--- config.mk ---
export PLATFORM = sky130hd
export DESIGN_NAME = instr_fetch_seq
export DESIGN_NICKNAME = d
export VERILOG_FILES = /design/src/rtl/ifs_pkg.sv /design/src/rtl/ifs_phase_ring.sv /design/src/rtl/ifs_pc.sv /design/src/rtl/ifs_seq.sv /design/src/rtl/instr_fetch_seq.sv
export SDC_FILE = /design/constraint.sdc
export NUM_CORES = 1
export LEC_CHECK = 0
export BUFFER_PORTS_ARGS = -buffer_cell sky130_fd_sc_hd__buf_4
export CAP_MARGIN = 20
export CORE_UTILIZATION = 48
export DETAILED_ROUTE_END_ITERATION = 8
export PLACE_DENSITY = 0.84
export SYNTH_ARGS = -nofsm -noshare
export SYNTH_HDL_FRONTEND = slang
export SYNTH_HIERARCHICAL = 1
export SYNTH_SLANG_ARGS = --single-unit
--- constraint.sdc ---
create_clock -name clk -period 2.3 [get_ports clk]
set_input_delay 0.23 -clock clk [delete_from_list [all_inputs] [get_ports clk]]
set_output_delay 0.23 -clock clk [all_outputs]
set_load 0.03 [all_outputs]
--- src/rtl/ifs_pkg.sv ---
package ifs_pkg;

  // Kind of instruction cycle currently in progress
  typedef enum logic [1:0] {
    ST_FLUSH  = 2'd0,  // discarded word, executes as NOP
    ST_EXEC   = 2'd1,  // first or only word of an instruction
    ST_SECOND = 2'd2   // second word of a two-word instruction
  } seq_st_e;

endpackage

--- src/rtl/ifs_phase_ring.sv ---
module ifs_phase_ring #(
  parameter int PHASES = 4
) (
  input  logic              clk,
  input  logic              rst,
  output logic [PHASES-1:0] phase,
  output logic              adv
);

  localparam logic [PHASES-1:0] FIRST = PHASES'(1);

  always_ff @(posedge clk) begin
    if (rst) phase <= FIRST;
    else     phase <= {phase[PHASES-2:0], phase[PHASES-1]};
  end

  // boundary strobe: last phase of the instruction cycle
  assign adv = phase[PHASES-1];

  AST_PHASE_ONEHOT: assert property (@(posedge clk) disable iff (rst)
    $countones(phase) == 1);
  AST_PHASE_WRAP: assert property (@(posedge clk) disable iff (rst)
    adv |=> phase == FIRST);
  AST_PHASE_FIRST_MOVES: assert property (@(posedge clk) disable iff (rst)
    phase[0] |=> !phase[0]);

endmodule

--- src/rtl/ifs_pc.sv ---
module ifs_pc #(
  parameter int ADDR_W = 12
) (
  input  logic              clk,
  input  logic              rst,
  input  logic              adv,
  input  logic              load,
  input  logic [ADDR_W-1:0] target,
  output logic [ADDR_W-1:0] pc
);

  localparam logic [ADDR_W-1:0] ONE = ADDR_W'(1);

  always_ff @(posedge clk) begin
    if (rst)      pc <= '0;
    else if (adv) pc <= load ? target : pc + ONE;
  end

  AST_PC_HOLD: assert property (@(posedge clk) disable iff (rst)
    !adv |=> $stable(pc));
  AST_PC_STEP: assert property (@(posedge clk) disable iff (rst)
    adv && !load |=> pc == $past(pc) + ONE);
  AST_PC_LOAD: assert property (@(posedge clk) disable iff (rst)
    adv && load |=> pc == $past(target));

endmodule

--- src/rtl/ifs_seq.sv ---
module ifs_seq
  import ifs_pkg::*;
#(
  parameter int WORD_W = 16,
  parameter int MARK_W = 4
) (
  input  logic              clk,
  input  logic              rst,
  input  logic              adv,
  input  logic [WORD_W-1:0] fetch_word,
  input  logic              two_word,
  input  logic              jump,
  input  logic              skip,
  output logic              load,
  output logic [WORD_W-1:0] ir,
  output logic              exec_en,
  output logic              nop_insert,
  output logic              ir_second
);

  localparam logic [MARK_W-1:0] MARK = '1;

  seq_st_e st, nxt;
  logic    orphan, take, fetch_marked;

  assign orphan       = (st == ST_EXEC) && (ir[WORD_W-1 -: MARK_W] == MARK);
  assign fetch_marked = fetch_word[WORD_W-1 -: MARK_W] == MARK;

  always_comb begin
    nxt  = st;
    take = 1'b0;
    unique case (st)
      ST_FLUSH: nxt = ST_EXEC;
      ST_EXEC: begin
        if (!orphan) begin
          if (two_word) nxt = ST_SECOND;
          else if (jump) begin
            nxt  = ST_FLUSH;
            take = 1'b1;
          end
          else if (skip) nxt = ST_FLUSH;
        end
      end
      ST_SECOND: begin
        if (jump) begin
          nxt  = ST_FLUSH;
          take = 1'b1;
        end
        else if (skip) nxt = ST_FLUSH;
        else           nxt = ST_EXEC;
      end
      default: nxt = ST_FLUSH;
    endcase
  end

  assign load = adv && take;

  always_ff @(posedge clk) begin
    if (rst) begin
      st         <= ST_FLUSH;
      ir         <= '0;
      exec_en    <= 1'b0;
      nop_insert <= 1'b1;
      ir_second  <= 1'b0;
    end
    else if (adv) begin
      st         <= nxt;
      ir         <= fetch_word;
      exec_en    <= (nxt == ST_SECOND) || (nxt == ST_EXEC && !fetch_marked);
      nop_insert <= (nxt == ST_FLUSH)  || (nxt == ST_EXEC && fetch_marked);
      ir_second  <= (nxt == ST_SECOND);
    end
  end

  AST_SKIP_FLUSH: assert property (@(posedge clk) disable iff (rst)
    adv && st == ST_EXEC && !orphan && !two_word && !jump && skip
    |=> nop_insert && !exec_en);
  AST_JUMP_FLUSH: assert property (@(posedge clk) disable iff (rst)
    adv && load |=> nop_insert && st == ST_FLUSH);
  AST_TWO_SECOND: assert property (@(posedge clk) disable iff (rst)
    adv && st == ST_EXEC && !orphan && two_word |=> ir_second && exec_en);
  AST_ORPHAN_NOP: assert property (@(posedge clk) disable iff (rst)
    adv && orphan |=> st == ST_EXEC && !ir_second);
  AST_FLUSH_IGNORES: assert property (@(posedge clk) disable iff (rst)
    adv && st == ST_FLUSH |=> st == ST_EXEC);
  AST_STATE_HOLD: assert property (@(posedge clk) disable iff (rst)
    !adv |=> $stable(ir) && $stable(exec_en));

endmodule

--- src/rtl/instr_fetch_seq.sv ---
module instr_fetch_seq #(
  parameter int ADDR_W = 12,
  parameter int WORD_W = 16,
  parameter int PHASES = 4,
  parameter int MARK_W = 4
) (
  input  logic              clk,
  input  logic              rst,
  output logic [ADDR_W-1:0] pm_addr,
  input  logic [WORD_W-1:0] pm_data,
  input  logic              dec_two_word,
  input  logic              dec_jump,
  input  logic              dec_skip,
  input  logic [ADDR_W-1:0] dec_target,
  output logic [PHASES-1:0] phase,
  output logic              cycle_done,
  output logic [WORD_W-1:0] ir_word,
  output logic              ir_second,
  output logic              exec_en,
  output logic              nop_insert
);

  logic adv, load;

  ifs_phase_ring #(.PHASES(PHASES)) ring_i (
    .clk   (clk),
    .rst   (rst),
    .phase (phase),
    .adv   (adv)
  );

  ifs_pc #(.ADDR_W(ADDR_W)) pc_i (
    .clk    (clk),
    .rst    (rst),
    .adv    (adv),
    .load   (load),
    .target (dec_target),
    .pc     (pm_addr)
  );

  ifs_seq #(.WORD_W(WORD_W), .MARK_W(MARK_W)) seq_i (
    .clk        (clk),
    .rst        (rst),
    .adv        (adv),
    .fetch_word (pm_data),
    .two_word   (dec_two_word),
    .jump       (dec_jump),
    .skip       (dec_skip),
    .load       (load),
    .ir         (ir_word),
    .exec_en    (exec_en),
    .nop_insert (nop_insert),
    .ir_second  (ir_second)
  );

  assign cycle_done = adv;

  AST_ONE_MODE: assert property (@(posedge clk) disable iff (rst)
    exec_en != nop_insert);
  AST_SECOND_EXECS: assert property (@(posedge clk) disable iff (rst)
    ir_second |-> exec_en);

endmodule

== Word level (Yosys, flattened, before mapping) ==
Cells that the tools add are included.

* Register bits: 37
* Logic and storage cells: 35
* Output and inout port bits: 36

* Multiplexer cells: 12
* Reduce and logical (&&, ||, !) cells: 9
* Equality and inequality tests: 6
* Add/subtract/negate cells: 1

{| class="wikitable"
|+ Operator list
! operator !! count
|-
| adder 12 x 1 -> 12 bit (second input constant) || 1
|-
| 2-to-1 mux 12 bit || 1
|-
| 2-to-1 mux 2 bit || 5
|-
| == test 4 bit (second input constant) || 2
|-
| case mux 2 bit (3 select lines) || 1
|-
| == test 2 x 1 -> 1 bit (second input constant) || 2
|-
| == test 2 bit (second input constant) || 2
|-
| logical AND 1 bit || 4
|-
| logical NOT 2 bit || 2
|-
| 2-to-1 mux 1 bit || 4
|-
| logical OR 1 bit || 2
|-
| case mux 1 bit (2 select lines) || 1
|-
| logical NOT 1 bit || 1
|}

== Longest topological paths before layout ==
* Word-level depth: 8
* Mapped depth: 9

== Hierarchy ==
Netlist, hierarchy kept.

{| class="wikitable"
|+ Modules (own cells, without submodules)
! module !! times used !! area each (um2) !! cells each !! seq. area each (um2)
|-
| ifs_seq || 1 || 934.6 || 99 || 420.4
|-
| ifs_pc || 1 || 732.0 || 95 || 240.2
|-
| ifs_phase_ring || 1 || 120.1 || 9 || 80.1
|}

== Least setup slack after synthesis ==
Ideal clock, no wire load.

* Kind: register -> register
* Start point: register ring_i.phase[3]
* End point: register pc_i.pc[10]
* Data arrival time: 2050 ps
* Cell stages (with the launch flop): 9
* Clock period less this slack: 2173 ps
* Path buffers: 3
* Data required time: 2178 ps
* Path slack: 127 ps
* Cells stage by stage: dfxtp_1 buf_2 nand3_1 nor2_1 buf_1 buf_4 o21ai_0 a32oi_1 a21oi_1

* Cells in the longest elaborated chain, start to end: 2

{| class="wikitable"
|+ Ends and longest elaborated chain
! item !! line !! source
|-
| from (decl) || ifs_phase_ring.sv:6 || <nowiki>output logic [PHASES-1:0] phase,</nowiki>
|-
| from (signal assigned) || ifs_phase_ring.sv:14 || <nowiki>else phase <= {phase[PHASES-2:0], phase[PHASES-1]};</nowiki>
|-
| logical AND 1 bit || ifs_seq.sv:56 || <nowiki>assign load = adv && take;</nowiki>
|-
| named net load || instr_fetch_seq.sv:23 || <nowiki>logic adv, load;</nowiki>
|-
| 2-to-1 mux 12 bit || ifs_pc.sv:16 || <nowiki>else if (adv) pc <= load ? target : pc + ONE;</nowiki>
|-
| to (signal assigned) || ifs_pc.sv:16 ||
|-
| to (decl) || ifs_pc.sv:9 || <nowiki>output logic [ADDR_W-1:0] pc</nowiki>
|}

The timed path passes the listed nets, and every way through them passes these cells.
A chain may end at the register's enable or synchronous reset.

== Final worst setup path ==
* Start point: register seq_i.st[0]
* End point: register pc_i.pc[3]

* Cells in the longest elaborated chain, start to end: 6
* Elaborated cells on any way between the ends: 7
* Classes of those cells: eq/ne: 2; mux: 3; reduce/logical: 2

{| class="wikitable"
|+ Ends and longest elaborated chain
! item !! line !! source
|-
| from (decl) || ifs_seq.sv:23 || <nowiki>seq_st_e st, nxt;</nowiki>
|-
| from (signal assigned) || ifs_seq.sv:67 || <nowiki>st <= nxt;</nowiki>
|-
| == test 2 x 1 -> 1 bit || ifs_seq.sv:26, ifs_seq.sv:32 ||
|-
| logical AND 1 bit || ifs_seq.sv:26 || <nowiki>assign orphan = (st == ST_EXEC) && (ir[WORD_W-1 -: MARK_W] == MARK);</nowiki>
|-
| 2-to-1 mux 1 bit || ifs_seq.sv:35 || <nowiki>if (!orphan) begin</nowiki>
|-
| case mux 1 bit (2 select lines) (*) || ifs_seq.sv:32 || <nowiki>unique case (st)</nowiki>
|-
| logical AND 1 bit (*) || ifs_seq.sv:56 ||
|-
| named net load || instr_fetch_seq.sv:23 ||
|-
| 2-to-1 mux 12 bit (*) || ifs_pc.sv:16 ||
|}

Mark *: on every way through the listed nets, which the timed path passes. The rest lies on a longest branch.

==> impl_metrics.tcl <==
set metrics [dict create \
    grt-ovfl-total 0 \
    synthCells 203 \
    cellLeakagePower_uw 0.00100 \
    grt_pass1_vias 1600 \
    ys_types 46 \
    status "completed" \
    core-area_mm2 0.00344 \
    ant_nets 0 \
    numCtsBuffers 5 \
    grt_max_degree 38 \
    critPathLaunchType "register" \
    clkSlewWorstSetupHoldPaths_ns 0.07 \
    cts_resized 0 \
    routedWlPerCell_um 13.8 \
    drt_iter0_markers 105 \
    min_period_over_period_pct 86.1 \
    synth_area_mm2 0.00179 \
    dpl.hpwl_um 3040 \
    remaining_drc_errors 0 \
    dieArea_mm2 0.00397 \
    synth-async-reset-ratio_pct 0 \
    instances_no_fill 319 \
    maxCapViolations 0 \
    cts_tree "built" \
    cts_buffer_depth 2 \
    die_h_um 63.0 \
    fin_setup_tns_ns 0 \
    track_usage_pct 23.7 \
    path_class "register to register" \
    layout-area-overhead-vs-synth_pct 37.3 \
    setup_ws_ns 0.319 \
    ir_drop_v 0.000367 \
    grt_antenna_before_repair 0 \
    start_util_pct 51.9 \
    synth.top_cell.area_share_pct 41.5 \
    fp.dieW_um 63.0 \
    drive_above_1_share_pct 33.0 \
    worst_pin_slew_ns 0.397 \
    synth_most_common_cell "dfxtp_1" \
    cp.required_ns 2.47 \
    synth.largest_area_cell "dfxtp_1" \
    ios 69 \
    nNetsFinal 310 \
    hp-class "input port to register" \
    utilization_pct 71.3 \
    clock_skew_ns 0.00494 \
    yosysWarnings 6 \
    grt_pass1_wl_um 7440 \
    ys_ff_latch 37 \
    ctsHtreeMaxLevel 2 \
    synth_nets 241 \
    post-place-ws_ns 0.346 \
    hold_violations 0 \
    synth-edff-count 0 \
    cts-hold-fix-buffers 0 \
    synthTopCellsByArea "dfxtp_1, mux2i_1, nor2_1" \
    totalWireLength_um 4400 \
    synth.avg_cell_area_um2 8.80 \
    place.gp.congestion 0.801 \
    via_count 1761 \
    finalSetupViolCount 0 \
    clock.fmax_mhz 505 \
    rrSetupSlack_ns 0.32 \
    cts_setup_buffers 0 \
    cts.sinks 37 \
    place_inst 311 \
    synth_flop_cell "dfxtp_1" \
    cp_max_fo 10 \
    firstDrtPassIters 4 \
    critPathArrivalTime_ns 2.15 \
    n_antenna_cell 0 \
    clkLatencyLatePin_ns 0.28 \
    p_per_area_mw_per_mm2 573 \
    grt_setup_unrepaired "no" \
    min_period_ns 1.98 \
    seq_area_frac_synth_pct 41.5 \
    cts-root-buf "clkbuf_8" \
    viasPerCell 5.52 \
    slew_headroom_pct 73.5 \
    end_kind "register" \
    nFillCells 282 \
    drv_slew 0 \
    ys_top_cells_by_count "dfxtp_1, nor2_1, mux2i_1" \
    fp-row-count 21 \
    portBuffers 68 \
]
## flip-flops by register name, summed over array words and instances (netlist names)
name	cells
seq_i/ir_second	1
seq_i/nop_insert	1
ring_i/phase	4
pc_i/pc	12
seq_i/exec_en	1
seq_i/ir	16
seq_i/st	2
## critical path, stage by stage, from the launching register on
cell      delay (ns)
dfxtp_1         0.46
inv_1           0.11
ha_1            0.29
nand3_1         0.07
nor2_1          0.21
clkinv_1        0.28
a21bo_2         0.26
a22oi_1         0.14
nor2_1          0.05
## per-layer routing
layer	wire [um]	global-route usage, %	vias up
met5	0	0	-
met4	65	9.88	0
met3	214	5.47	8
met2	2190	38.2	59
met1	1930	30.0	820
li1	-	-	874
## final cells by class
class	count	area, um^2	share of cell area (%)
clock buffers	7	86.3	3.52
clock inverters	1	30.0	1.22
inverters	7	26.3	1.07
multi-input cells	149	971	39.6
flip-flops and latches	37	742	30.2
well taps	46	57.6	2.35
repair buffers	72	541	22.0
## worst paths after layout
kind | from | depth (start not counted) | end
worst min-delay path | pm_data[1] | 3 | seq_i/ir[1]
worst min register to register | ring_i/phase[1] | 1 | ring_i/phase[2]
worst max-delay path | seq_i/st[0] | 8 | pc_i/pc[3]
worst max register to register | seq_i/st[0] | 8 | pc_i/pc[3]
## power by group
part	switching, uW	leakage [uW]	internal, uW
sequential	14.5	0.000301	657
combinational	84.9	0.000643	78.9
clock	217	0.0000585	353
## metrics by stage
step	cell area (um^2)	hold slack (ns)	power, uW
after floorplan	1790	0.330	766
after global placement	2340	0.463	845
after detailed placement	2340	0.473	849
after CTS	2450	0.168	1420
after global routing	2450	0.178	1470
final	2450	0.177	1410
## logic make-up (layout without fill, tap and decap cells)
group           after synthesis  after routing  synth area share [%]
buf+inv                      17             87                  4.20
compound gates               48             48                  17.8
flops                        37             37                  41.5
simple gates                 78             78                  23.0
mux                          18             18                  10.1
fa+ha+maj                     5              5                  3.50
## cells in the final DEF, fill, tap and decap left out, types with 2 or more instances in the layout
cell,synthesis,final
a211oi_1,4,4
a21bo_2,2,2
a21oi_1,8,8
a22oi_1,5,5
a31oi_1,5,5
and2b_2,3,3
and3_1,2,2
buf_4,2,72
clkbuf_8,0,6
dfxtp_1,37,36
ha_1,5,5
inv_1,6,6
mux2i_1,18,18
nand2_1,15,15
nand2b_1,3,3
nand3_1,8,8
nand4_1,3,3
nor2_1,28,28
nor3_1,2,2
nor4_1,3,3
o21ai_0,11,11
o31ai_1,2,2
or3_1,2,2
No activity file was read; power rests on OpenSTA's default activity.
